$ cat src/rtl/crc16r_pkg.sv
package crc16r_pkg;
    localparam int unsigned CRC_W_DEF  = 16;
    localparam int unsigned DATA_W_DEF = 8;
    // x^16 + x^12 + x^5 + 1 written in reflected form
    localparam logic [CRC_W_DEF-1:0] POLY_REFL_DEF = 16'h8408;
    localparam logic [CRC_W_DEF-1:0] INIT_DEF      = 16'h0000;

    typedef enum logic [1:0] {
        OP_HOLD = 2'd0,
        OP_FOLD = 2'd1,
        OP_LOAD = 2'd2
    } crc_op_e;
endpackage

$ cat src/rtl/crc16r_bitstep.sv
module crc16r_bitstep #(
    parameter int unsigned           CRC_W = crc16r_pkg::CRC_W_DEF,
    parameter logic [CRC_W-1:0]      POLY  = crc16r_pkg::POLY_REFL_DEF
) (
    input  logic [CRC_W-1:0] rem_in,
    input  logic             bit_in,
    output logic [CRC_W-1:0] rem_out
);
    logic feedback;

    always_comb begin
        feedback = rem_in[0] ^ bit_in;
        rem_out  = (rem_in >> 1) ^ (feedback ? POLY : '0);
    end
endmodule

$ cat src/rtl/crc16r_bytestep.sv
module crc16r_bytestep #(
    parameter int unsigned      CRC_W  = crc16r_pkg::CRC_W_DEF,
    parameter int unsigned      DATA_W = crc16r_pkg::DATA_W_DEF,
    parameter logic [CRC_W-1:0] POLY   = crc16r_pkg::POLY_REFL_DEF
) (
    input  logic [CRC_W-1:0]  rem_in,
    input  logic [DATA_W-1:0] data_in,
    output logic [CRC_W-1:0]  rem_out
);
    localparam int unsigned STAGES = DATA_W;

    logic [STAGES:0][CRC_W-1:0] chain;

    assign chain[0] = rem_in;

    // bit 0 of the byte enters first (LSB-first)
    for (genvar g = 0; g < STAGES; g++) begin : g_bit
        crc16r_bitstep #(
            .CRC_W (CRC_W),
            .POLY  (POLY)
        ) i_step (
            .rem_in  (chain[g]),
            .bit_in  (data_in[g]),
            .rem_out (chain[g+1])
        );
    end

    assign rem_out = chain[STAGES];
endmodule

$ cat src/rtl/crc16r_ctrl.sv
module crc16r_ctrl (
    input  logic                  byte_we,
    input  logic                  seed_we,
    output crc16r_pkg::crc_op_e   op
);
    import crc16r_pkg::*;

    always_comb begin
        // a seed load outranks a byte in the same cycle
        if (seed_we)      op = OP_LOAD;
        else if (byte_we) op = OP_FOLD;
        else              op = OP_HOLD;
    end
endmodule

$ cat src/rtl/crc16r_accum.sv
module crc16r_accum #(
    parameter int unsigned      CRC_W     = crc16r_pkg::CRC_W_DEF,
    parameter int unsigned      DATA_W    = crc16r_pkg::DATA_W_DEF,
    parameter logic [CRC_W-1:0] POLY_REFL = crc16r_pkg::POLY_REFL_DEF,
    parameter logic [CRC_W-1:0] INIT_VAL  = crc16r_pkg::INIT_DEF
) (
    input  logic              clk,
    input  logic              rst,
    input  logic              byte_we,
    input  logic [DATA_W-1:0] byte_data,
    input  logic              seed_we,
    input  logic [CRC_W-1:0]  seed_data,
    output logic [CRC_W-1:0]  crc_q
);
    import crc16r_pkg::*;

    typedef struct packed {
        logic [CRC_W-1:0] rem;
    } state_t;

    state_t              st_d, st_q;
    crc_op_e             op;
    logic [CRC_W-1:0]    folded;

    crc16r_ctrl i_ctrl (
        .byte_we (byte_we),
        .seed_we (seed_we),
        .op      (op)
    );

    crc16r_bytestep #(
        .CRC_W  (CRC_W),
        .DATA_W (DATA_W),
        .POLY   (POLY_REFL)
    ) i_fold (
        .rem_in  (st_q.rem),
        .data_in (byte_data),
        .rem_out (folded)
    );

    always_comb begin
        st_d = st_q;
        unique case (op)
            OP_LOAD: st_d.rem = seed_data;
            OP_FOLD: st_d.rem = folded;
            default: st_d.rem = st_q.rem;
        endcase
    end

    always_ff @(posedge clk) begin
        if (rst) st_q <= '{rem: INIT_VAL};
        else     st_q <= st_d;
    end

    assign crc_q = st_q.rem;
endmodule

$ cat config.mk
export PLATFORM = sky130hd
export DESIGN_NAME = crc16r_accum
export DESIGN_NICKNAME = d
export VERILOG_FILES = /design/src/rtl/crc16r_pkg.sv /design/src/rtl/crc16r_bitstep.sv /design/src/rtl/crc16r_bytestep.sv /design/src/rtl/crc16r_ctrl.sv /design/src/rtl/crc16r_accum.sv
export SDC_FILE = /design/constraint.sdc
export NUM_CORES = 1
export LEC_CHECK = 0
export BUFFER_PORTS_ARGS = -buffer_cell sky130_fd_sc_hd__buf_2
export CAP_MARGIN = 30
export CORE_AREA = 4 4 49 51
export DETAILED_ROUTE_END_ITERATION = 8
export DIE_AREA = 0 0 53 55
export GPL_ROUTABILITY_DRIVEN = 0
export PLACE_DENSITY = 0.81
export SYNTH_ARGS = -nofsm -noshare
export SYNTH_HDL_FRONTEND = slang
export SYNTH_SLANG_ARGS = --single-unit
$ cat constraint.sdc
create_clock -name clk -period 1.9 [get_ports clk]
set_clock_uncertainty 0.05 [all_clocks]
set_input_delay 0.095 -clock clk [delete_from_list [all_inputs] [get_ports clk]]
set_output_delay 0.095 -clock clk [all_outputs]
set_load 0.02 [all_outputs]
**After elaboration in Yosys (flattened, before gate mapping)**

Index checks and enable logic that the tools add are counted.

- Equal/unequal tests: 2
- Mux-type cells: 11
- Bitwise logic cells: 16
- Reduce and logical (&&, ||, !) cells: 1

Operators with widths:

| operator | number |
|---|---|
| $mux W16 | 8 |
| $xor A15 B16 Y16 | 8 |
| $pmux W16 S2 | 1 |
| $xor A1 B1 Y1 | 8 |
| $eq A2 B1 Y1 const B | 1 |
| $eq A2 B2 Y1 const B | 1 |
| $mux W2 | 1 |
| $reduce_bool A2 Y1 | 1 |
| $mux W1 | 1 |

- Register bits: 16
- Bits of input ports: 28
- Output and inout bits: 16
- Logic and storage cells: 31

**Logic depth before layout (Yosys ltp)**

- Depth after elaboration: 25
- Mapped depth: 5
- Mapped depth without buffers: 4

**Modules after synthesis**

A second synthesis with hierarchy kept.

- Cells, all modules: 211
- Area, all modules: 2134.5 um^2

Modules (own cells, without submodules):

| module | instances | cells each | area an instance (um^2) | sequential area each (um^2) |
|---|---|---|---|---|
| crc16r_bitstep | 8 | 17 | 161.4 | 0.0 |
| crc16r_accum | 1 | 73 | 822.0 | 320.3 |
| crc16r_ctrl | 1 | 2 | 21.3 | 0.0 |

**Worst setup path after synthesis**

No wires, ideal clock.

- Path type: register -> register
- Start point: reg st_q, in the netlist crc_q[0]
- End point: reg st_q, in the netlist crc_q[7]
- Setup time: 0.130 ns
- Arrival time: 1.218 ns
- Required time: 1.720 ns
- Slack: 0.501 ns
- Stages on the path, launching flop included: 5
- Buffers on the path: 0
- Period minus slack after synthesis: 1.399 ns
- Cell sequence: dfxtp_1 xor2_1 xnor2_1 xnor2_1 o22ai_1

- Word-level cells in the longest chain between the ends: 13

RTL lines:

| element | line | RTL |
|---|---|---|
| start: declaration | crc16r_accum.sv:21 | `state_t st_d, st_q;` |
| start signal: assignment | crc16r_accum.sv:51 | `if (rst) st_q <= '{rem: INIT_VAL};` |
| start signal: assignment | crc16r_accum.sv:52 | `else st_q <= st_d;` |
| $xor A1 B1 Y1 | crc16r_bitstep.sv:12 | `feedback = rem_in[0] ^ bit_in;` |
| $mux W16 | crc16r_bitstep.sv:13 | `rem_out = (rem_in >> 1) ^ (feedback ? POLY : '0);` |
| $xor A15 B16 Y16 (4 in a row) | crc16r_bitstep.sv:13 |  |
| $xor A1 B1 Y1 | crc16r_bitstep.sv:12 |  |
| $mux W16 | crc16r_bitstep.sv:13 |  |
| $xor A15 B16 Y16 (4 in a row) | crc16r_bitstep.sv:13 |  |
| $pmux W16 S2 | crc16r_accum.sv:43 | `unique case (op)` |

No other way between the ends.
A chain may end at the register's enable or synchronous reset.

**Worst setup path in the final report**

- Start point: reg st_q, in the netlist crc_q[0]
- End point: reg st_q, in the netlist crc_q[12]

The elaborated chain is that of the path after synthesis.

==> impl_results.md <==
- Status: completed
- Clock Latency Late Sink: ~300 ps
- TritonCTS Buffers: 3
- WL met1: slightly below 1000 microns
- ANT nets after route: 0
- Worst setup EP type: register
- Largest net degree at the start of global routing: 22
- Fmax: slightly below 700 MHz
- Starting DRT DRC Count: 18
- Crit path kind: reg2reg
- Mapped Nets: 136
- Max Slew Vio Count: 0
- DIE AREA: just under 3000 sq um
- Max H-tree Level: 1
- Number of global-route vias before repair: around 810
- Max_cap viols: 0
- Clk buf depth: 2
- Cell family with most CP delay: XOR/XNOR gates
- Met2 Wirelength: ~1100 microns
- Die width: approximately 53 microns
- DR WL met3: about 210 microns
- Final period demand of the worst path: between 1000 and 1500 ps
- All-Layer GR Usage: 0.176
- Synth area leader: dfxtp_1
- Final setup TNS: 0 ps
- Slew of the pin with the lowest slew margin: ~400 ps
- CP Buf/Inv Count: 0
- Post-CTS Hold Fix Bufs: 3
- Number of flip-flops in the largest register: 16
- RSZ-0062 raised after global routing: false
- Post-DP HPWL: roughly 1700 microns
- Synth top area share: 0.342
- Initial Util: 0.482
- Multi-input gate area: ~570 sq um
- # DRC: 0
- Worst Setup Start Kind: register
- First-pass GRT wire length: 3720 microns
- Crit-path max FO: 3
- Maximum vdd drop: 0.446 mV
- # fillers: around 180
- Final #Nets: about 180
- Io pins: 44
- Synth warn: 0
- Total Wirelength: between 2000 and 2500 microns
- Sequential cell area fraction in the yosys report: 0.342
- # resized after CTS: 0
- Number of setup buffers added after CTS: 0
- Cell area after synthesis: a little over 900 sq um
- Fin. Hold Viols: 0
- # diodes: 0
- Ranking of synthesized cells by area: dfxtp_1 34%, xnor2_1 12%, xnor2_2 7.0%, a21oi_1 5.3%, xor2_1 4.7%
- Yosys reg bits: 16
- Register area: between 300 and 400 sq um
- Crit path DAT: about 1600 ps
- Slowest cell delay on critical path: ~370 ps
- Top Metal Used: met4
- Fin crit share: 0.756
- Vias per cell: just over 5
- Routed WL per cell: 13.3 microns
- Worst path required time: about 2100 ps
- Post-Synthesis Cells: 108
- Total power: about 1.0 mW
- Static leakage: 0.592 nW
- Antenna violations before repair: 0
- Port Buffer Count: 43
- Synthesized area per cell: just under 9 sq um
- Core area: roughly 2000 sq um
- Total number of vias: about 900
- Worst slew margin: 0.724
- CTS tree: yes
- Worst-path clk slew: about 100 ps
- Cell Chain, Critical Path: xor2_1 -> xnor2_1 -> nor2_1 -> o32ai_1
- Site Rows: 16
- Max stage delay cell, worst path: dfxtp_1
- Drt first pass iters: 4
- Clock sink count: 16
- Synth-to-layout area growth: 31.8%
- R2R setup slack: between 400 and 500 ps
- CTS root buf: clkbuf_4
- PD cells: 843 nW/um^2
- Die Ht: 55 microns
- Share of layout cells above drive strength 1: 0.368
- Aggregate global routing overflow: 0
- Distinct cells, synth: 27
- Final setup fails: 0
- HP Class: in2reg
cell type report:
| cell class | count | area share |
|---|---|---|
| timing repair buffer | 47 | 0.207 |
| clock buffer | 4 | 0.0294 |
| sequential | 16 | 0.260 |
| tap | 27 | 0.0274 |
| multi-input combinational | 81 | 0.465 |
| inverter | 4 | 0.0122 |
cells by family (layout without fill, tap and decap cells):
group / Yosys count / after routing / synth area share
xor gates and xnor gates: 24 / 24 / 0.273
DFF: 16 / 16 / 0.342
muxes: 2 / 2 / 0.0214
AOI/OAI and AO/OA: 27 / 27 / 0.183
and+or+nand+nor: 28 / 28 / 0.135
buffers and inverters: 11 / 55 / 0.0454
stage by stage:
step / utilization / setup WS [ps] / cells / hold slack (ps) / instance area (sq um)
2_1_floorplan: - / 501 / 108 / 154 / 936
3_3_place_gp: 0.596 / 522 / 171 / 242 / 1160
3_5_place_dp: 0.596 / 480 / 171 / 253 / 1160
4_1_cts: 0.630 / 436 / 178 / 0.251 / 1220
5_1_grt: 0.635 / 309 / 179 / 4.51 / 1230
6_report: 0.635 / 463 / 179 / 2.98 / 1230
final timing paths:
| check | start | cells after the start | end |
|---|---|---|---|
| max reg2reg | crc_q[0] | 4 | crc_q[12] |
| min | seed_data[15] | 3 | crc_q[15] |
| max | crc_q[0] | 4 | crc_q[12] |
| min reg2reg | crc_q[9] | 2 | crc_q[9] |
cells in the mapped netlist, drive strengths merged:
library cell and number:
a211oi 3, nand3 2, a21oi 10, or3 1, or2 1, xor2 7, nand2 9, buf 2
o221ai 2, o32ai 2, o21ai 2, a31oi 1, a221oi 1, dfxtp 16, o22ai 5, inv 4
xnor2 17, nor2 10, mux2i 2, o31ai 1, clkbuf 5, and3 5
power by group:
group	switching (mW)	internal, mW
clock network	0.118	0.117
registers	0.0359	0.372
logic	0.208	0.189
worst register-to-register path, cell delays in order (launching register included):
cell	delay, ps
dfxtp_1	370
xor2_1	370
xnor2_1	250
nor2_1	70
o32ai_1	230
metal layers:
| layer | vias up | track usage |
|---|---|---|
| met5 | - | 0 |
| met2 | 47 | 0.260 |
| met3 | 5 | 0.0322 |
| met1 | 399 | 0.243 |
| met4 | 0 | 0.0894 |
| li1 | 460 | - |
cell usage in the layout, fill, tap and decap left out:
master and instances:
a221oi_1 1, a211oi_1 3, nand2_1 9, xor2_1 5
a21oi_1 10, nand3_1 2, mux2i_1 2, dfxtp_1 16
inv_2 1, o22ai_1 5, xor2_2 2, nor2_1 10
clkbuf_4 3, xnor2_2 4, clkbuf_8 1, o21ai_0 2
xnor2_1 13, and3_1 4, buf_2 43, dlygate4sd3_1 4
or3_1 1, inv_1 3, or2_2 1, and3_2 1
o32ai_1 2, a31oi_1 1, o221ai_1 2, o31ai_1 1
Note: power is estimated with default switching activity, not from simulation.
